**config.mk**
```make
export PLATFORM = sky130hd
export DESIGN_NAME = lsq_unit
export DESIGN_NICKNAME = d
export VERILOG_FILES = /design/src/rtl/lsq_unit.sv
export SDC_FILE = /design/constraint.sdc
export NUM_CORES = 1
export LEC_CHECK = 0
export BUFFER_PORTS_ARGS = -buffer_cell sky130_fd_sc_hd__buf_2
export CORE_MARGIN = 4
export CORE_UTILIZATION = 55
export DETAILED_ROUTE_END_ITERATION = 12
export GPL_TIMING_DRIVEN = 0
export PLACE_DENSITY = 0.87
export SYNTH_ARGS = -nofsm -noshare
export SYNTH_HDL_FRONTEND = slang
export SYNTH_SLANG_ARGS = --single-unit
```
**constraint.sdc**
```tcl
create_clock -name clk -period 6.5 [get_ports clk]
set_clock_uncertainty 0.1 [all_clocks]
set_input_delay 0.65 -clock clk [delete_from_list [all_inputs] [get_ports clk]]
set_output_delay 0.65 -clock clk [all_outputs]
set_load 0.03 [all_outputs]
```
**src/rtl/lsq_unit.sv**
```systemverilog
module lsq_unit #(
  parameter int NLD   = 2,
  parameter int NST   = 2,
  parameter int AW    = 16,
  parameter int DW    = 32,
  parameter int TW    = 4,
  parameter int LTAG0 = 8
)(
  input  logic          clk,
  input  logic          rst_n,
  input  logic          alloc_valid,
  input  logic          alloc_is_store,
  input  logic [AW-1:0] alloc_base,
  input  logic [AW-1:0] alloc_off,
  input  logic          alloc_data_rdy,
  input  logic [DW-1:0] alloc_data,
  input  logic [TW-1:0] alloc_data_tag,
  output logic          alloc_ready,
  output logic [TW-1:0] alloc_tag,
  input  logic          res_valid,
  input  logic [TW-1:0] res_tag,
  input  logic [DW-1:0] res_data,
  output logic          bus_req,
  output logic [TW-1:0] bus_tag,
  output logic [DW-1:0] bus_data,
  input  logic          bus_grant,
  output logic          mem_req,
  output logic          mem_we,
  output logic [AW-1:0] mem_addr,
  output logic [DW-1:0] mem_wdata,
  input  logic          mem_resp,
  input  logic [DW-1:0] mem_rdata
);
  localparam int LIW = (NLD > 1) ? $clog2(NLD) : 1;
  localparam int SIW = (NST > 1) ? $clog2(NST) : 1;
  localparam int IW  = (LIW > SIW) ? LIW : SIW;
  localparam int QD  = NLD + NST;
  localparam int QW  = $clog2(QD);
  localparam int CW  = $clog2(QD + 1);

  logic [NLD-1:0] l_vld, l_aok, l_done;
  logic [AW-1:0]  l_base [NLD];
  logic [AW-1:0]  l_off  [NLD];
  logic [AW-1:0]  l_ea   [NLD];
  logic [DW-1:0]  l_data [NLD];

  logic [NST-1:0] s_vld, s_aok, s_dok;
  logic [AW-1:0]  s_base [NST];
  logic [AW-1:0]  s_off  [NST];
  logic [AW-1:0]  s_ea   [NST];
  logic [DW-1:0]  s_data [NST];
  logic [TW-1:0]  s_dtag [NST];

  logic           q_st  [QD];
  logic [IW-1:0]  q_idx [QD];
  logic [QW-1:0]  q_head, q_tail;
  logic [CW-1:0]  q_cnt;

  logic           busy, fl_st, bhold;
  logic [IW-1:0]  fl_idx;
  logic [LIW-1:0] bcur;

  logic           l_free_any, s_free_any, ld_done_any;
  logic [LIW-1:0] l_free_i, ld_done_i;
  logic [SIW-1:0] s_free_i;

  always_comb begin
    l_free_any = 1'b0; l_free_i = '0;
    ld_done_any = 1'b0; ld_done_i = '0;
    for (int i = NLD - 1; i >= 0; i--) begin
      if (!l_vld[i]) begin l_free_any = 1'b1; l_free_i = LIW'(i); end
      if (l_vld[i] && l_done[i]) begin ld_done_any = 1'b1; ld_done_i = LIW'(i); end
    end
    s_free_any = 1'b0; s_free_i = '0;
    for (int i = NST - 1; i >= 0; i--)
      if (!s_vld[i]) begin s_free_any = 1'b1; s_free_i = SIW'(i); end
  end

  assign alloc_ready = alloc_is_store ? s_free_any : l_free_any;
  assign alloc_tag   = TW'(LTAG0) + TW'(l_free_i);
  wire   do_alloc    = alloc_valid && alloc_ready;

  wire           hd_st  = q_st[q_head];
  wire [IW-1:0]  hd_idx = q_idx[q_head];
  wire [LIW-1:0] hl     = hd_idx[LIW-1:0];
  wire [SIW-1:0] hs     = hd_idx[SIW-1:0];
  wire           hd_ok  = (q_cnt != '0) && (hd_st ? (s_aok[hs] && s_dok[hs]) : l_aok[hl]);

  assign mem_req   = hd_ok && !busy;
  assign mem_we    = hd_st;
  assign mem_addr  = hd_st ? s_ea[hs] : l_ea[hl];
  assign mem_wdata = s_data[hs];

  assign bus_req  = bhold;
  assign bus_tag  = TW'(LTAG0) + TW'(bcur);
  assign bus_data = l_data[bcur];

  wire push = do_alloc;
  wire pop  = mem_req;
  wire alloc_snoop = res_valid && (res_tag == alloc_data_tag);

  always_ff @(posedge clk or negedge rst_n) begin
    if (!rst_n) begin
      l_vld <= '0; l_aok <= '0; l_done <= '0;
      s_vld <= '0; s_aok <= '0; s_dok <= '0;
      q_head <= '0; q_tail <= '0; q_cnt <= '0;
      busy <= 1'b0; fl_st <= 1'b0; fl_idx <= '0;
      bhold <= 1'b0; bcur <= '0;
      for (int i = 0; i < NLD; i++) begin
        l_base[i] <= '0; l_off[i] <= '0; l_ea[i] <= '0; l_data[i] <= '0;
      end
      for (int i = 0; i < NST; i++) begin
        s_base[i] <= '0; s_off[i] <= '0; s_ea[i] <= '0; s_data[i] <= '0; s_dtag[i] <= '0;
      end
      for (int i = 0; i < QD; i++) begin q_st[i] <= 1'b0; q_idx[i] <= '0; end
    end else begin
      for (int i = 0; i < NLD; i++)
        if (l_vld[i] && !l_aok[i]) begin l_ea[i] <= l_base[i] + l_off[i]; l_aok[i] <= 1'b1; end
      for (int i = 0; i < NST; i++) begin
        if (s_vld[i] && !s_aok[i]) begin s_ea[i] <= s_base[i] + s_off[i]; s_aok[i] <= 1'b1; end
        if (s_vld[i] && !s_dok[i] && res_valid && res_tag == s_dtag[i]) begin
          s_data[i] <= res_data; s_dok[i] <= 1'b1;
        end
      end

      if (do_alloc) begin
        if (alloc_is_store) begin
          s_vld[s_free_i]  <= 1'b1; s_aok[s_free_i] <= 1'b0;
          s_base[s_free_i] <= alloc_base; s_off[s_free_i] <= alloc_off;
          s_dtag[s_free_i] <= alloc_data_tag;
          s_dok[s_free_i]  <= alloc_data_rdy || alloc_snoop;
          s_data[s_free_i] <= alloc_data_rdy ? alloc_data : res_data;
        end else begin
          l_vld[l_free_i]  <= 1'b1; l_aok[l_free_i] <= 1'b0; l_done[l_free_i] <= 1'b0;
          l_base[l_free_i] <= alloc_base; l_off[l_free_i] <= alloc_off;
        end
        q_st[q_tail]  <= alloc_is_store;
        q_idx[q_tail] <= alloc_is_store ? IW'(s_free_i) : IW'(l_free_i);
        q_tail <= (q_tail == QW'(QD - 1)) ? '0 : q_tail + 1'b1;
      end

      if (pop) begin
        q_head <= (q_head == QW'(QD - 1)) ? '0 : q_head + 1'b1;
        busy <= 1'b1; fl_st <= hd_st; fl_idx <= hd_idx;
      end else if (busy && mem_resp) begin
        busy <= 1'b0;
        if (fl_st) s_vld[fl_idx[SIW-1:0]] <= 1'b0;
        else begin l_data[fl_idx[LIW-1:0]] <= mem_rdata; l_done[fl_idx[LIW-1:0]] <= 1'b1; end
      end
      q_cnt <= q_cnt + CW'(push) - CW'(pop);

      if (bhold && bus_grant) begin
        bhold <= 1'b0; l_vld[bcur] <= 1'b0; l_done[bcur] <= 1'b0;
      end else if (!bhold && ld_done_any) begin
        bhold <= 1'b1; bcur <= ld_done_i;
      end
    end
  end
endmodule

```
==> flow_metrics.env, run 1 <==
export IMPL_outcome="complete, no violations"
export IMPL_area_growth_syn_to_layout_pct=16.6
export IMPL_fin_nets=2180
export IMPL_power_leakage_nw=9.86
export IMPL_grt_pass1_vias=14800
export IMPL_synth_edf_count=0
export IMPL_clkLatencyLatePin_ns=0.54
export IMPL_p_per_area_nw_per_um2=610
export IMPL_slew_headroom_pct=39.5
export IMPL_cts_setup_buffers=0
export IMPL_wl_per_cell_um=19.9
export IMPL_hold_class="input pin to async pin"
export IMPL_antenna_found_initial=3
export IMPL_setup_viol=0
export IMPL_yosysWarnings=0
export IMPL_via_per_inst=5.85
export IMPL_maxCapViolations=0
export IMPL_grt_overflow=0
export IMPL_ios=236
export IMPL_clk_pin_slew_ns=0.07
export IMPL_final_cell_mix="dfrtp_1, nand2_1, buf_2, mux2_2, nor2_1"
export IMPL_grt_max_degree=131
export IMPL_firstDrtPassIters=5
export IMPL_drive_gt1_share_pct=27.2
export IMPL_drc=0
export IMPL_cts_tree="yes"
export IMPL_core_sq_um=31800
export IMPL_synth_top_family_by_area="multiplexers"
export IMPL_synthAdderAreaFrac_pct=5.24
export IMPL_rsz0062_at_grt="no"
export IMPL_final_util_pct=65.7
export IMPL_vdd_ir_drop_max_mv=0.442
export IMPL_num_rows=65
export IMPL_synth_async_sr_flop_share_pct=100
export IMPL_drtAntennaViolNets=0
export IMPL_path_class="register to output port"
export IMPL_crit_path_start_kind="register"
export IMPL_critPathArrivalTime_ns=2.89
export IMPL_numCtsBuffers=38
export IMPL_synth_mux_area_share_pct=15.4
export IMPL_synth_top_flop_cell="dfrtp_1"
export IMPL_tightest_slew_ns=0.901
export IMPL_max_freq_mhz=275
export IMPL_cts_sinks=360
export IMPL_cts_root_buffer="clkbuf_16"
export IMPL_start_util_pct=56.3
export IMPL_fin_setup_tns_ns=0
export IMPL_crit_slowest_cell="dfrtp_1"
export IMPL_synth_simple_area_share_pct=12.8
export IMPL_cts_htree_levels=2
export IMPL_crit_path_max_incr_delay_ns=0.45
export IMPL_die_x_um=188
export IMPL_die_y_um=188
export IMPL_cp_end_kind="output port"
export IMPL_drtIter0Drc=1095
export IMPL_hold_buffers=0
export IMPL_power_mw=12.7
export IMPL_cpMostUsedCell="buf_2"
export IMPL_ys_types=64
export IMPL_place_congestion=0.936
export IMPL_report_final_hold_viol_count=0
export IMPL_cp_max_fo=10
export IMPL_vias=14200
export IMPL_ys_ff_latch=360
export IMPL_synth_xor_area_share_pct=3.03
export IMPL_grt_pass1_wl_um=76900
export IMPL_max_clock_path_buffers=3
export IMPL_cp_required_ns=5.75
export IMPL_io_buffers=229
export IMPL_fin_crit_ns=3.64
export IMPL_dieArea_sq_um=35500
export IMPL_wl_um=48300
export IMPL_final_common_cell="dfrtp_1"
export IMPL_min_period_over_period_pct=56.0
export IMPL_final_max_slew_viol_count=0
export IMPL_place_hpwl_um=35300
export IMPL_cts_resized=0
export IMPL_avgSynthCellArea_sq_um=10.6
export IMPL_synth_compound_area_share_pct=10.4
export IMPL_grt_usage_pct=26.6
export IMPL_netlist_instances=1689
export IMPL_ys_seq_area_share_pct=50.3
export IMPL_crit_chain="mux4_2 -> buf_2 -> buf_2 -> buf_2 -> mux2_2 -> buf_2"
export IMPL_syn_cell_area_sq_um=17900
[Yosys cell counts, drive strengths merged, types with 16 or more instances]
cell | n | area [sq um]
a21oi | 41 | 205
o21ai | 81 | 405
clkbuf | 55 | 206
xor2 | 32 | 280
xnor2 | 30 | 263
ha | 67 | 838
a21o | 18 | 135
nor2 | 158 | 593
nand3 | 16 | 80.1
mux4 | 18 | 405
mux2 | 205 | 2310
inv | 23 | 86.3
dfrtp | 360 | 9010
nand2 | 324 | 1220
o22ai | 67 | 419
buf | 33 | 200
[cells by family (layout without fill, tap and decap cells)]
family                     Yosys count  count (layout)
buffers and inverters              111             409
and+or+nand+nor                    561             561
other                                2               8
muxes                              227             227
AOI/OAI and AO/OA                  294             294
adders and majority gates           72              72
xor gates and xnor gates            62              62
DFF                                360             360
[routing by layer]
layer	global-route usage, %	part of all wire [%]	vias to the layer above
met3	5.02	7.7	132
met5	0	0.039	-
met2	45.4	49	576
met1	34.0	39	7030
li1	-	-	6464
met4	10.4	3.9	2
[registers in the layout (all words and copies together), names as in the netlist, 8 cells and up]
| signal | cells |
|---|---|
| l_data | 64 |
| s_data | 64 |
| l_base | 32 |
| l_ea | 32 |
| l_off | 32 |
| s_base | 32 |
| s_ea | 32 |
| s_off | 32 |
| s_dtag | 8 |
[stage by stage]
| stage | instance area (sq um) | hold slack [ns] | cells | worst slack [ns] |
|---|---|---|---|---|
| final | 20900 | 0.0548 | 2428 | 2.86 |
| after global routing | 20900 | 0.116 | 2428 | 2.73 |
| after CTS | 20900 | 0.0839 | 2426 | 2.83 |
| after detailed placement | 19700 | 0.365 | 2359 | 3.27 |
| after global placement | 19600 | 0.359 | 2357 | -1.97 |
| after floorplan | 17900 | 0.254 | 1693 | 3.45 |
[cell type report]
cell class | count | area (sq um)
Clock buffer | 49 | 1030
Timing Repair Buffer | 231 | 1210
Sequential cell | 360 | 9010
Antenna cell | 2 | 5.00
Tap cell | 435 | 544
Fill cell | 2280 | 10900
Inverter | 23 | 86.3
Multi-Input combinational cell | 1222 | 8420
Clock inverter | 18 | 166
Buffer | 88 | 407
[power by group]
group	leakage [nW]	internal [mW]	switching, mW	total, mW
registers	4.33	3.33	0.720	4.05
clock network	0.582	1.15	0.942	2.09
logic	4.95	2.71	3.89	6.59
[path summary, 6_finish.rpt]
| kind | to | from | cells past startpoint | slack, ns |
|---|---|---|---|---|
| setup / recovery | mem_wdata[17] | q_head[0] | 6 | 2.86 |
| hold / removal | l_base[14] | rst_n | 1 | 0.05 |
| setup reg to reg | q_cnt[2] | q_head[0] | 11 | 3.16 |
| hold reg to reg | s_ea[4] | s_ea[4] | 2 | 0.38 |
| max in group asynchronous | s_data[3] | rst_n | 3 | 4.58 |
| min in group clk | busy | mem_resp | 2 | 0.21 |
[critical path, delay by kind of cell, from the launching register on]
family	cells	cell delay (ns)
flip-flops	1	0.45
multiplexers	2	0.76
buffers and inverters	4	1.12
No activity file was read; power rests on OpenSTA's default activity.
==> inputs of run 2 (changes only) <==
clock period = 3.7 ns   (was 6.5 ns; I/O delays follow)
==> flow_metrics.env, run 2 (synthesis results as in run 1) <==
export IMPL_via_per_inst=5.98
export IMPL_num_rows=65
export IMPL_rr_startpoint="q_head[0]"
export IMPL_outcome="complete, no violations"
export IMPL_final_cell_mix="dfrtp_1, nand2_1, buf_2, mux2_2, nor2_1"
export IMPL_fin_crit_ns=3.40
export IMPL_ios=236
export IMPL_final_util_pct=67.8
export IMPL_place_hpwl_um=35300
export IMPL_whs_ns=0.0145
export IMPL_crit_path_max_incr_delay_ns=0.46
export IMPL_dp_slack_ns=0.470
export IMPL_power_leakage_nw=10.2
export IMPL_cts_sinks=360
export IMPL_cts_htree_levels=2
export IMPL_crit_chain="mux4_2 -> buf_2 -> buf_2 -> buf_2 -> mux2_2 -> buf_2"
export IMPL_final_common_cell="dfrtp_1"
export IMPL_core_sq_um=31800
export IMPL_grt_pass1_wl_um=83700
export IMPL_fin_nets=2249
export IMPL_hold_class="input pin to register"
export IMPL_critical_path_buf_inv_count=4
export IMPL_place_congestion=0.936
export IMPL_tightest_slew_ns=0.975
export IMPL_p_sw_share_pct=44.5
export IMPL_grt_usage_pct=29.4
export IMPL_start_util_pct=56.3
export IMPL_firstDrtPassIters=5
export IMPL_setup_slack_ns=0.303
export IMPL_grt_overflow=0
export IMPL_power_frac_comb_pct=52.2
export IMPL_path_class="register to output port"
export IMPL_critical_path_depth=6
export IMPL_critPathArrivalTime_ns=2.93
export IMPL_report_final_hold_viol_count=0
export IMPL_grt_pass1_vias=15500
export IMPL_maxCapViolations=0
export IMPL_clk_pin_slew_ns=0.08
export IMPL_setup_viol=0
export IMPL_wl_um=53500
export IMPL_drive_gt1_share_pct=26.3
export IMPL_dieArea_sq_um=35500
export IMPL_gr_usage_met3_pct=6.06
export IMPL_endpoint="mem_wdata[17]"
export IMPL_cp_max_fo=10
export IMPL_wl_per_cell_um=21.4
export IMPL_cp_end_kind="output port"
export IMPL_rr_worst_depth=11
export IMPL_die_x_um=188
export IMPL_met2_usage_pct=51.6
export IMPL_drtAntennaViolNets=0
export IMPL_p_sw_mw=10.2
export IMPL_grt_max_degree=131
export IMPL_cts_root_buffer="clkbuf_16"
export IMPL_biggestRegsByFlops="l_data (64), s_data (64)"
export IMPL_cpMostUsedCell="buf_2"
export IMPL_max_clock_path_buffers=3
export IMPL_p_per_area_nw_per_um2=1060
export IMPL_vdd_ir_drop_max_mv=0.932
export IMPL_vias=14900
export IMPL_antenna_found_initial=2
export IMPL_max_freq_mhz=294
export IMPL_cts_setup_buffers=0
export IMPL_dp_cells=2359
export IMPL_crit_path_start_kind="register"
export IMPL_final_max_slew_viol_count=0
export IMPL_io_buffers=229
export IMPL_drtIter0Drc=1443
export IMPL_top_usage_layer="met2"
export IMPL_die_y_um=188
export IMPL_slew_headroom_pct=33.4
export IMPL_area_growth_syn_to_layout_pct=20.5
export IMPL_clkPwrFrac_pct=16.2
export IMPL_fin_cells=2497
export IMPL_min_period_over_period_pct=91.8
export IMPL_crit_slowest_cell="dfrtp_1"
export IMPL_drc=0
export IMPL_internal_power_mw=12.7
export IMPL_use_met1_pct=35.2
export IMPL_cp_startpoint="q_head[0]"
export IMPL_reg2reg_to="q_cnt[2]"
export IMPL_numCtsBuffers=38
export IMPL_clkLatencyLatePin_ns=0.56
export IMPL_seq_power_share_pct=31.6
export IMPL_cp_required_ns=3.23
export IMPL_worst_r2r_setup_slack_ns=0.34
export IMPL_rsz0062_at_grt="no"
export IMPL_cts_tree="yes"
export IMPL_cp_top_family="buffers and inverters"
run 2: through the flow:
| step | TNS, ns | power (mW) | cell area, sq um |
|---|---|---|---|
| 6_report | 0 | 22.9 | 21600 |
| 5_1_grt | 0 | 24.1 | 21600 |
| 4_1_cts | 0 | 22.4 | 21600 |
| 3_5_place_dp | 0 | 18.5 | 19700 |
| 3_3_place_gp | -1597.74 | 17.9 | 19600 |
| 2_1_floorplan | 0 | 15.4 | 17900 |
run 2: layout make-up:
class | instances | area (sq um)
Clock buffer | 49 | 1030
Buffer | 88 | 407
Sequential cell | 360 | 9010
Inverter | 23 | 86.3
Fill cell | 2135 | 10200
Clock inverter | 18 | 166
Antenna cell | 2 | 5.00
Tap cell | 435 | 544
Timing Repair Buffer | 300 | 1900
Multi-Input combinational cell | 1222 | 8420
run 2: worst reg2reg max path, stage by stage (launching register included):
cell     delay, ns
dfrtp_1       0.46
mux4_2        0.53
buf_2         0.20
mux2i_1       0.25
nor4_1        0.10
a31oi_2       0.39
inv_1         0.12
ha_1          0.31
inv_1         0.06
ha_1          0.20
fa_1          0.39
xnor2_1       0.13
run 2: power groups by stage:
stage | clock network, mW | registers (mW) | logic (mW)
4_1_cts | 3.70 | 7.07 | 11.6
3_5_place_dp | 0 | 7.08 | 11.4
3_3_place_gp | 0 | 6.94 | 11.0
5_1_grt | 3.89 | 7.37 | 12.8
6_report | 3.71 | 7.22 | 11.9
2_1_floorplan | 0 | 6.66 | 8.71
run 2: timing repair:
item / CTS / global route
resized for setup: 0 / 0
hold buffers: 69 / 0
endpoints found under the hold margin: 222 / 0
setup endpoints to repair: 0 / 0
run 2: per-layer routing:
metal	wire length [um]	vias up
li1	-	6605
met1	19700	7394
met2	26700	740
met3	4520	195
met4	2600	4
met5	16	-
run 2: worst min path at each step:
| stage | start | to | slack (ns) | cells after the start |
|---|---|---|---|---|
| 6_report | alloc_off[11] | s_off[27] | 0.01 | 3 |
| 4_1_cts | alloc_off[11] | s_off[27] | 0.0008 | 3 |
| 3_3_place_gp | s_ea[13] | s_ea[13] | 0.36 | 2 |
| 3_5_place_dp | rst_n | l_off[14] | 0.37 | 1 |
| 5_1_grt | alloc_data[16] | s_data[16] | 0.02 | 3 |
| 2_1_floorplan | rst_n | bcur | -0.03 | 0 |
==> inputs of run 3 (changes only) <==
PLACE_DENSITY = unset   (was 0.87)
PLACE_DENSITY_LB_ADDON = 0.2   (was unset)
==> flow_metrics.env, run 3 (synthesis results as in run 1) <==
export IMPL_setup_viol=0
export IMPL_place_congestion=0.935
export IMPL_fin_nets=2248
export IMPL_die_y_um=188
export IMPL_grt_pass1_vias=14400
export IMPL_report_final_hold_viol_count=0
export IMPL_max_freq_mhz=301
export IMPL_final_max_slew_viol_count=0
export IMPL_wl_um=47300
export IMPL_rr_startpoint="q_head[0]"
export IMPL_via_per_inst=5.58
export IMPL_cp_top_family="buffers and inverters"
export IMPL_fin_setup_tns_ns=0
export IMPL_ios=236
export IMPL_hold_end="s_data[2]"
export IMPL_cp_required_ns=3.23
export IMPL_tightest_slew_ns=0.917
export IMPL_fin_crit_ns=3.32
export IMPL_maxCapViolations=0
export IMPL_drc=0
export IMPL_drtIter0Drc=927
export IMPL_cpMostUsedCell="buf_2"
export IMPL_core_sq_um=31800
export IMPL_crit_chain="mux4_2 -> buf_2 -> buf_2 -> buf_2 -> mux2_2 -> buf_2"
export IMPL_dieArea_sq_um=35500
export IMPL_hold_depth=3
export IMPL_cts_setup_buffers=0
export IMPL_crit_slowest_cell="dfrtp_1"
export IMPL_final_util_pct=68.5
export IMPL_cts_htree_levels=2
export IMPL_design_area_sq_um=21800
export IMPL_min_period_over_period_pct=89.7
export IMPL_grt_overflow=0
export IMPL_final_common_cell="dfrtp_1"
export IMPL_path_class="register to output port"
export IMPL_antenna_found_initial=5
export IMPL_vias=14000
export IMPL_min_from="alloc_data[2]"
export IMPL_clkLatencyLatePin_ns=0.53
export IMPL_cts_root_buffer="clkbuf_16"
export IMPL_area_growth_syn_to_layout_pct=21.7
export IMPL_crit_path_max_incr_delay_ns=0.45
export IMPL_rr_worst_depth=11
export IMPL_power_leakage_nw=10.3
export IMPL_outcome="complete, no violations"
export IMPL_critical_path_buf_inv_count=4
export IMPL_cts_tree="yes"
export IMPL_worst_r2r_setup_slack_ns=0.54
export IMPL_critPathArrivalTime_ns=2.85
export IMPL_reg2reg_to="q_cnt[2]"
export IMPL_hold_buffers=65
export IMPL_grt_usage_pct=26.2
export IMPL_hold_class="input pin to register"
export IMPL_final_cell_mix="dfrtp_1, nand2_1, buf_2, mux2_2, nor2_1"
export IMPL_num_rows=65
export IMPL_start_util_pct=56.3
export IMPL_grt_max_degree=111
export IMPL_power_mw=22.8
export IMPL_crit_path_start_kind="register"
export IMPL_max_clock_path_buffers=3
export IMPL_drtAntennaViolNets=0
export IMPL_biggestRegsByFlops="l_data (64), s_data (64)"
export IMPL_slew_headroom_pct=38.4
export IMPL_drive_gt1_share_pct=26.7
export IMPL_cts_sinks=360
export IMPL_rsz0062_at_grt="no"
export IMPL_grt_pass1_wl_um=75600
export IMPL_die_x_um=188
export IMPL_vdd_ir_drop_max_mv=0.566
export IMPL_clk_pin_slew_ns=0.06
export IMPL_firstDrtPassIters=5
export IMPL_numCtsBuffers=40
export IMPL_cp_max_fo=10
export IMPL_cts_resized=0
export IMPL_wl_per_cell_um=18.9
export IMPL_p_per_area_nw_per_um2=1040
export IMPL_io_buffers=229
export IMPL_place_area_sq_um=19700
export IMPL_place_hpwl_um=34400
export IMPL_cp_end_kind="output port"
-- run 3: cell types whose count changed in the layout (fill, tap and decap cells not counted), moves of 2 or more --
cell,change
dlygate4sd3_1,-4
bufinv_16,+5
clkbuf_8,+4
clkinvlp_4,+2
diode_2,+3
clkbuf_16,+4
inv_6,-2
clkbuf_1,-3
-- run 3: how the worst max path moves through the flow --
stage	cells past startpoint	to	slack, ns	startpoint
2_1_floorplan	11	q_cnt[2]	0.65	q_head[0]
3_3_place_gp	1	l_data[17]	-4.69	rst_n
3_5_place_dp	11	q_cnt[2]	0.56	q_head[0]
4_1_cts	6	mem_wdata[15]	0.34	q_head[0]
5_1_grt	6	mem_wdata[7]	0.26	q_head[0]
6_report	6	mem_wdata[7]	0.38	q_head[0]
-- run 3: final cells by class --
type / count / area, sq um
Timing Repair Buffer: 297 / 1890
Fill cell: 2351 / 10000
Clock inverter: 20 / 253
Inverter: 23 / 86.3
Tap cell: 435 / 544
Sequential cell: 360 / 9010
Buffer: 88 / 407
Antenna cell: 5 / 12.5
Clock buffer: 54 / 1180
Multi-Input combinational cell: 1222 / 8420
-- run 3: report_power, final --
group | switching (mW) | leakage, nW | total, mW | internal, mW
logic | 6.66 | 5.23 | 11.5 | 4.79
registers | 1.24 | 4.33 | 7.09 | 5.85
clock network | 1.62 | 0.694 | 4.22 | 2.59
-- run 3: worst register-to-register path, stage by stage, from the launching register on --
cell and delay (ns):
dfrtp_1 0.46, mux4_2 0.52, buf_2 0.19, nand3_1 0.09
o21ai_0 0.14, a31oi_2 0.40, inv_1 0.12, ha_1 0.29
inv_1 0.04, ha_1 0.18, fa_1 0.38, xnor2_1 0.14
-- run 3: layer usage --
| layer | global-route usage (%) | part of all wire, % | routed length [um] |
|---|---|---|---|
| met2 | 42.4 | 46 | 21900 |
| met3 | 4.59 | 7.8 | 3710 |
| met5 | 0 | 0 | 0 |
| met4 | 8.38 | 3.2 | 1490 |
| met1 | 36.5 | 43 | 20100 |
-- run 3: stage by stage --
stage               std cells  hold slack, ns  worst slack [ns]
floorplan                1693         -0.0256             0.650
global placement         2357           0.360             -4.69
detailed placement       2360           0.304             0.560
CTS                      2499        0.000230             0.345
global route             2504         0.00519             0.260
finish                   2504         0.00744             0.382
